<file path="src/rtl/cec_rx_pkg.sv">
package cec_rx_pkg;
  localparam int DATA_BITS  = 8;
  localparam int BLOCK_BITS = DATA_BITS + 2;
  localparam int IDX_W      = $clog2(BLOCK_BITS);

  typedef enum logic [2:0] {
    ST_IDLE, ST_SLOW, ST_SHIGH, ST_BLOW, ST_BHIGH, ST_ERR
  } rxState_t;

  // strobes from control to datapath
  typedef struct packed {
    logic bitTake;   // a bit value was decided on this tick
    logic bitVal;    // its value
    logic bitClr;    // restart the in-block bit index
  } rxStrobe_t;
endpackage

</file>
<file path="src/rtl/cec_rx_datapath.sv">
module cec_rx_datapath
  import cec_rx_pkg::*;
#(
  parameter int CNT_W = 6
) (
  input  logic                 clk,
  input  logic                 rstN,
  input  logic                 tick,
  input  logic                 rxLine,
  input  rxStrobe_t            strb,
  output logic                 fallSeen,
  output logic                 riseSeen,
  output logic [CNT_W-1:0]     cnt,
  output logic [IDX_W-1:0]     bitIdx,
  output logic [DATA_BITS-1:0] rxData,
  output logic                 rxEom,
  output logic                 rxAck
);
  localparam logic [IDX_W-1:0] LAST_DATA = IDX_W'(DATA_BITS - 1);
  localparam logic [IDX_W-1:0] EOM_IDX   = IDX_W'(DATA_BITS);

  logic                 prevLine;
  logic [DATA_BITS-2:0] shReg;

  assign fallSeen = tick & prevLine & ~rxLine;
  assign riseSeen = tick & ~prevLine & rxLine;

  // tick counter restarted by every falling edge, saturating
  always_ff @(posedge clk) begin
    if (!rstN) begin
      prevLine <= 1'b1;
      cnt      <= '0;
    end else if (tick) begin
      prevLine <= rxLine;
      if (prevLine & ~rxLine)
        cnt <= CNT_W'(1);
      else if (cnt != '1)
        cnt <= cnt + CNT_W'(1);
    end
  end

  // block deserializer
  always_ff @(posedge clk) begin
    if (!rstN) begin
      shReg  <= '0;
      rxData <= '0;
      rxEom  <= 1'b0;
      rxAck  <= 1'b0;
      bitIdx <= '0;
    end else begin
      if (strb.bitTake) begin
        if (bitIdx < LAST_DATA)
          shReg <= {shReg[DATA_BITS-3:0], strb.bitVal};
        else if (bitIdx == LAST_DATA)
          rxData <= {shReg, strb.bitVal};
        else if (bitIdx == EOM_IDX)
          rxEom <= strb.bitVal;
        else
          rxAck <= strb.bitVal;
      end
      if (strb.bitClr)
        bitIdx <= '0;
      else if (strb.bitTake)
        bitIdx <= bitIdx + IDX_W'(1);
    end
  end
endmodule

</file>
<file path="src/rtl/cec_rx_ctrl.sv">
module cec_rx_ctrl
  import cec_rx_pkg::*;
#(
  parameter int CNT_W          = 6,
  parameter int START_LOW_MIN  = 35,
  parameter int START_LOW_MAX  = 39,
  parameter int START_PER_MIN  = 43,
  parameter int START_PER_MAX  = 47,
  parameter int ONE_LOW_MIN    = 4,
  parameter int ONE_LOW_MAX    = 8,
  parameter int ZERO_LOW_MIN   = 13,
  parameter int ZERO_LOW_MAX   = 17,
  parameter int BIT_PER_MIN    = 21,
  parameter int BIT_PER_MAX    = 28
) (
  input  logic             clk,
  input  logic             rstN,
  input  logic             tick,
  input  logic             rxEn,
  input  logic             selStart,
  input  logic             selBit8,
  input  logic             selBit10,
  input  logic             flagClr,
  input  logic             fallSeen,
  input  logic             riseSeen,
  input  logic [CNT_W-1:0] cnt,
  input  logic [IDX_W-1:0] bitIdx,
  input  logic             rxEom,
  output rxStrobe_t        strb,
  output logic             flgStart,
  output logic             flgBit8,
  output logic             flgDone,
  output logic             flgErr,
  output logic             irq
);
  localparam logic [CNT_W-1:0] SL_MIN = CNT_W'(START_LOW_MIN);
  localparam logic [CNT_W-1:0] SL_MAX = CNT_W'(START_LOW_MAX);
  localparam logic [CNT_W-1:0] SP_MIN = CNT_W'(START_PER_MIN);
  localparam logic [CNT_W-1:0] SP_MAX = CNT_W'(START_PER_MAX);
  localparam logic [CNT_W-1:0] O_MIN  = CNT_W'(ONE_LOW_MIN);
  localparam logic [CNT_W-1:0] O_MAX  = CNT_W'(ONE_LOW_MAX);
  localparam logic [CNT_W-1:0] Z_MIN  = CNT_W'(ZERO_LOW_MIN);
  localparam logic [CNT_W-1:0] Z_MAX  = CNT_W'(ZERO_LOW_MAX);
  localparam logic [CNT_W-1:0] BP_MIN = CNT_W'(BIT_PER_MIN);
  localparam logic [CNT_W-1:0] BP_MAX = CNT_W'(BIT_PER_MAX);
  localparam logic [IDX_W-1:0] B8_IDX  = IDX_W'(DATA_BITS - 1);
  localparam logic [IDX_W-1:0] B10_IDX = IDX_W'(BLOCK_BITS - 1);

  rxState_t st, nxt;
  logic rxEnQ, gapTick, active, run;
  logic evStart, evB8, evDone, evErr;
  logic isOne, isZero;

  // restart handshake: enable must stay low across a tick
  always_ff @(posedge clk) begin
    if (!rstN) begin
      rxEnQ   <= 1'b0;
      gapTick <= 1'b0;
      active  <= 1'b0;
    end else begin
      rxEnQ <= rxEn;
      if (!rxEn) begin
        active <= 1'b0;
        if (tick) gapTick <= 1'b1;
      end else if (!rxEnQ) begin
        active  <= gapTick;
        gapTick <= 1'b0;
      end
    end
  end

  assign run    = rxEn & active;
  assign isOne  = (cnt >= O_MIN) && (cnt <= O_MAX);
  assign isZero = (cnt >= Z_MIN) && (cnt <= Z_MAX);

  always_comb begin
    nxt     = st;
    strb    = '0;
    evStart = 1'b0;
    evB8    = 1'b0;
    evDone  = 1'b0;
    evErr   = 1'b0;
    if (!run) begin
      nxt = ST_IDLE;
    end else if (tick) begin
      unique case (st)
        ST_IDLE:  if (fallSeen) nxt = ST_SLOW;
        ST_SLOW: begin
          if (riseSeen) begin
            if (cnt >= SL_MIN && cnt <= SL_MAX) nxt = ST_SHIGH;
            else evErr = 1'b1;
          end else if (cnt >= SL_MAX) evErr = 1'b1;
        end
        ST_SHIGH: begin
          if (fallSeen) begin
            if (cnt >= SP_MIN && cnt <= SP_MAX) begin
              evStart     = 1'b1;
              strb.bitClr = 1'b1;
              nxt         = ST_BLOW;
            end else evErr = 1'b1;
          end else if (cnt >= SP_MAX) evErr = 1'b1;
        end
        ST_BLOW: begin
          if (riseSeen) begin
            if (isOne || isZero) begin
              strb.bitTake = 1'b1;
              strb.bitVal  = isOne;
              nxt          = ST_BHIGH;
              if (bitIdx == B8_IDX) evB8 = 1'b1;
              if (bitIdx == B10_IDX) begin
                evDone      = 1'b1;
                strb.bitClr = 1'b1;
                if (rxEom) nxt = ST_IDLE;
              end
            end else evErr = 1'b1;
          end else if (cnt >= Z_MAX) evErr = 1'b1;
        end
        ST_BHIGH: begin
          if (fallSeen) begin
            if (cnt >= BP_MIN && cnt <= BP_MAX) nxt = ST_BLOW;
            else evErr = 1'b1;
          end else if (cnt >= BP_MAX) evErr = 1'b1;
        end
        default: nxt = ST_ERR;
      endcase
      if (evErr) nxt = ST_ERR;
    end
  end

  always_ff @(posedge clk) begin
    if (!rstN) begin
      st       <= ST_IDLE;
      flgStart <= 1'b0;
      flgBit8  <= 1'b0;
      flgDone  <= 1'b0;
      flgErr   <= 1'b0;
      irq      <= 1'b0;
    end else begin
      st  <= nxt;
      irq <= (evStart & selStart) | (evB8 & selBit8) | (evDone & selBit10);
      if (flagClr) begin
        flgStart <= 1'b0;
        flgBit8  <= 1'b0;
        flgDone  <= 1'b0;
      end
      if (evStart & selStart) flgStart <= 1'b1;
      if (evB8 & selBit8)     flgBit8  <= 1'b1;
      if (evDone)             flgDone  <= 1'b1;
      if (!rxEn)      flgErr <= 1'b0;
      else if (evErr) flgErr <= 1'b1;
    end
  end
endmodule

</file>
<file path="src/rtl/cec_frame_rx.sv">
module cec_frame_rx
  import cec_rx_pkg::*;
#(
  parameter int START_LOW_MIN = 35,
  parameter int START_LOW_MAX = 39,
  parameter int START_PER_MIN = 43,
  parameter int START_PER_MAX = 47,
  parameter int ONE_LOW_MIN   = 4,
  parameter int ONE_LOW_MAX   = 8,
  parameter int ZERO_LOW_MIN  = 13,
  parameter int ZERO_LOW_MAX  = 17,
  parameter int BIT_PER_MIN   = 21,
  parameter int BIT_PER_MAX   = 28
) (
  input  logic                 clk,
  input  logic                 rstN,
  input  logic                 tick,
  input  logic                 rxLine,
  input  logic                 rxEn,
  input  logic                 selStart,
  input  logic                 selBit8,
  input  logic                 selBit10,
  input  logic                 flagClr,
  output logic [DATA_BITS-1:0] rxData,
  output logic                 rxEom,
  output logic                 rxAck,
  output logic                 flgStart,
  output logic                 flgBit8,
  output logic                 flgDone,
  output logic                 flgErr,
  output logic                 irq
);
  localparam int CNT_W = $clog2(START_PER_MAX + 2);

  rxStrobe_t        strb;
  logic             fallSeen, riseSeen;
  logic [CNT_W-1:0] cnt;
  logic [IDX_W-1:0] bitIdx;

  cec_rx_datapath #(.CNT_W(CNT_W)) dp (
    .clk(clk), .rstN(rstN), .tick(tick), .rxLine(rxLine), .strb(strb),
    .fallSeen(fallSeen), .riseSeen(riseSeen), .cnt(cnt), .bitIdx(bitIdx),
    .rxData(rxData), .rxEom(rxEom), .rxAck(rxAck)
  );

  cec_rx_ctrl #(
    .CNT_W(CNT_W),
    .START_LOW_MIN(START_LOW_MIN), .START_LOW_MAX(START_LOW_MAX),
    .START_PER_MIN(START_PER_MIN), .START_PER_MAX(START_PER_MAX),
    .ONE_LOW_MIN(ONE_LOW_MIN), .ONE_LOW_MAX(ONE_LOW_MAX),
    .ZERO_LOW_MIN(ZERO_LOW_MIN), .ZERO_LOW_MAX(ZERO_LOW_MAX),
    .BIT_PER_MIN(BIT_PER_MIN), .BIT_PER_MAX(BIT_PER_MAX)
  ) ctrl (
    .clk(clk), .rstN(rstN), .tick(tick), .rxEn(rxEn),
    .selStart(selStart), .selBit8(selBit8), .selBit10(selBit10),
    .flagClr(flagClr), .fallSeen(fallSeen), .riseSeen(riseSeen),
    .cnt(cnt), .bitIdx(bitIdx), .rxEom(rxEom), .strb(strb),
    .flgStart(flgStart), .flgBit8(flgBit8), .flgDone(flgDone),
    .flgErr(flgErr), .irq(irq)
  );
endmodule

</file>
<file path="config.mk">
export PLATFORM = sky130hd
export DESIGN_NAME = cec_frame_rx
export DESIGN_NICKNAME = d
export VERILOG_FILES = /design/src/rtl/cec_rx_pkg.sv /design/src/rtl/cec_rx_datapath.sv /design/src/rtl/cec_rx_ctrl.sv /design/src/rtl/cec_frame_rx.sv
export SDC_FILE = /design/constraint.sdc
export NUM_CORES = 1
export LEC_CHECK = 0
export BUFFER_PORTS_ARGS = -buffer_cell sky130_fd_sc_hd__buf_2
export CAP_MARGIN = 20
export CORE_UTILIZATION = 35
export DETAILED_ROUTE_END_ITERATION = 7
export GPL_TIMING_DRIVEN = 0
export PLACE_DENSITY_LB_ADDON = 0.3
export SLEW_MARGIN = 20
export SYNTH_ARGS = -nofsm -noshare
export SYNTH_HDL_FRONTEND = slang
export SYNTH_SLANG_ARGS = --single-unit
</file>
<file path="constraint.sdc">
create_clock -name clk -period 2.37 [get_ports clk]
set_clock_uncertainty 0.15 [all_clocks]
set_input_delay 0.237 -clock clk [delete_from_list [all_inputs] [get_ports clk]]
set_output_delay 0.237 -clock clk [all_outputs]
set_load 0.02 [all_outputs]
</file>
==> impl_metrics.py <==
metrics = {
    "timing": {
        "fin_tns_setup_ns": 0,
        "setup_viol": 0,
        "drv_slew": 0,
        "finalCriticalPeriod_ns": 2.24,
        "worst_pin_slew_ns": 0.674,
        "fmax_mhz": 446,
        "slew_headroom": 0.546,
        "grt_setup_unrepaired": "no",
        "finalHoldViolCount": 0,
        "whs_ns": 0.0858,
        "period_share": 0.946,
    },
    "synth": {
        "synthArstFlopShare": 0,
        "yosys_warnings": 0,
        "synth_common_cells": "dfxtp_1, nand2_1, nor2_1",
        "yosys.area.top_type": "dfxtp_1",
        "synth-seq-cells": 39,
        "yosysUniqueCellTypes": 60,
        "synthTopCellsByArea": "dfxtp_1, mux2i_1, nand2_1",
        "synth_top_area_share": 0.358,
        "synth_area_um2": 2180,
        "syn_nets": 264,
        "yosysSeqAreaShare": 0.358,
        "syn_inst": 249,
        "synth.most_common_cell": "dfxtp_1",
        "synth-edff-count": 0,
        "avgSynthCellArea_um2": 8.76,
        "synth_ff_type": "dfxtp_1",
    },
    "route": {
        "drt_iter0_markers": 79,
        "drt_first_pass_iters": 4,
        "remaining_drc_errors": 0,
        "wire_per_inst_um": 14.2,
        "route.vias.total": 1879,
        "viasPerCell": 5.28,
        "drtAntennaViolNets": 0,
        "routed_wl_um": 5050,
    },
    "grt": {
        "antenna_found_initial": 0,
        "grt_pass1_wl_um": 8080,
        "grt_max_degree": 15,
        "grt_pass1_vias": 1712,
        "track_usage": 0.161,
        "overflow": 0,
    },
    "die": {
        "start_util": 0.366,
        "num_rows": 28,
        "num_io_pins": 24,
        "die_y_um": 81.0,
        "dieWidth_um": 81.0,
        "core_um2": 5960,
        "dieArea_um2": 6550,
    },
    "critical_path": {
        "crit_type": "flip-flop to flip-flop",
        "critPathArrivalTime_ns": 2.27,
        "critPathCaptureType": "flip-flop",
        "worst_setup_path_start_kind": "flip-flop",
        "worstPathRequired_ns": 2.40,
        "worst-path-max-fanout": 10,
    },
    "placement": {
        "dp_hpwl_um": 3820,
        "portBuffers": 23,
        "gp_congestion": 0.846,
    },
    "clocking": {
        "cts_root_buf": "clkbuf_8",
        "clk_pin_slew_ns": 0.08,
        "clockBufferDepth": 2,
        "clkSinkCount": 39,
        "clk_latency_ns": 0.30,
        "htree_levels": 2,
        "cts_tree": "built",
        "hold_buffers": 0,
        "numCtsBuffers": 5,
    },
    "layout": {
        "nFillCells": 636,
        "syn2layout_area_growth_pct": 17.0,
        "diodes": 0,
        "drive_above_1_share": 0.224,
        "multi_input_area_um2": 1270,
        "layout.nets": 295,
        "finish.utilization": 0.429,
        "regArea_um2": 786,
    },
    "power_and_ir_drop": {
        "seq_power_share": 0.503,
        "p_comb_frac": 0.066,
        "p_leak_nw": 1.05,
        "clkPwrFrac": 0.431,
        "power_density_nw_per_um2": 519,
        "p_sw_frac": 0.237,
        "intPower_mw": 1.01,
        "peakVddDrop_v": 0.000279,
        "power_switching_uw": 314,
        "total_power_mw": 1.32,
    },
    "run": {
        "cap_violations": 0,
    },
    "outcome": {
        "status": "completed",
    },
    "worst_hold_path": {
        "hold_class": "primary input to flip-flop",
    },
}
## stage by stage
step	setup slack, ns	area, um^2	std cells
after CTS	0.00845	2510	355
after floorplan	0.221	2180	249
after detailed placement	0.00312	2390	347
after global routing	0.0117	2550	356
final	0.127	2550	356
after global placement	0.0192	2390	347
## cells by family (layout without fill, tap and decap cells)
family                     after synthesis  count (layout)  share of synthesized area
xor gates and xnor gates                 5               5                     0.0201
adders and majority gates                6               6                     0.0344
DFF                                     39              39                      0.358
muxes                                   14              14                     0.0648
AOI/OAI and AO/OA                       59              59                      0.209
and+or+nand+nor                         96              96                      0.240
buffers and inverters                   30              62                     0.0740
## repair_timing
action	4_1_cts	5_1_grt
buffers inserted	0	1
gates resized for setup	1	8
cloned	0	0
setup endpoints to repair	1	15
pin swaps	0	2
## per-layer routing
metal | GRT usage | part of all wire
met1 | 0.218 | 0.48
met2 | 0.252 | 0.46
met3 | 0.0427 | 0.040
met4 | 0.0446 | 0.015
met5 | 0 | 0
## final timing paths
kind | from | endpoint | slack, ns | cells past startpoint
max | dp.cnt[0]$_SDFFE_PN0P_ | dp.shReg[0]$_SDFFE_PN0P_ | 0.13 | 10
min reg2reg | ctrl.flgErr$_SDFFE_PN0P_ | ctrl.flgErr$_SDFFE_PN0P_ | 0.29 | 2
min | selBit10 | ctrl.irq$_SDFF_PN0_ | 0.09 | 3
max reg2reg | dp.cnt[0]$_SDFFE_PN0P_ | dp.shReg[0]$_SDFFE_PN0P_ | 0.13 | 10
## worst max-delay path, stage by stage (launching register included)
cell	delay (ns)
dfxtp_4	0.38
inv_1	0.06
ha_1	0.23
mux2_2	0.30
o211ai_4	0.24
nor3_2	0.09
buf_4	0.18
nand3b_1	0.10
buf_6	0.15
mux2i_1	0.20
nor2_1	0.06
## cell type report
type / count / area share
tap: 75 / 0.0368
buffer: 15 / 0.0412
inverter: 15 / 0.0221
clock buffer: 5 / 0.0270
multi-input combinational: 180 / 0.499
timing repair buffer: 24 / 0.0480
sequential: 39 / 0.308
clock inverter: 3 / 0.0181
## cells in the final DEF (no fill, tap or decap), types with 3 or more instances in the layout
cell type,Yosys,routed
ha_1,6,5
a21oi_1,11,11
mux2i_1,13,13
buf_2,3,26
nand4_1,3,3
clkbuf_8,0,5
xnor2_1,3,3
a211oi_1,4,4
buf_4,5,6
nand2_1,23,23
nor2_1,21,21
inv_1,14,14
o21ai_1,10,10
or3_1,5,5
o21ai_0,8,8
nand2b_1,5,5
nand3_1,15,15
dfxtp_1,39,37
nor3_1,4,4
## power groups by stage
stage	clock network [mW]	logic [mW]	registers, mW
6_report	0.570	0.0875	0.666
5_1_grt	0.616	0.0960	0.667
4_1_cts	0.589	0.0849	0.666
3_5_place_dp	0	0.0843	0.681
3_3_place_gp	0	0.0839	0.681
2_1_floorplan	0	0.0582	0.680
## state kept, by name, indices dropped and copies added (netlist names), 3 cells and up
register	flops
dp.shReg	7
ctrl.st	3
dp.cnt	6
dp.rxData	8
dp.bitIdx	4
(Power assumes the default switching activity.)
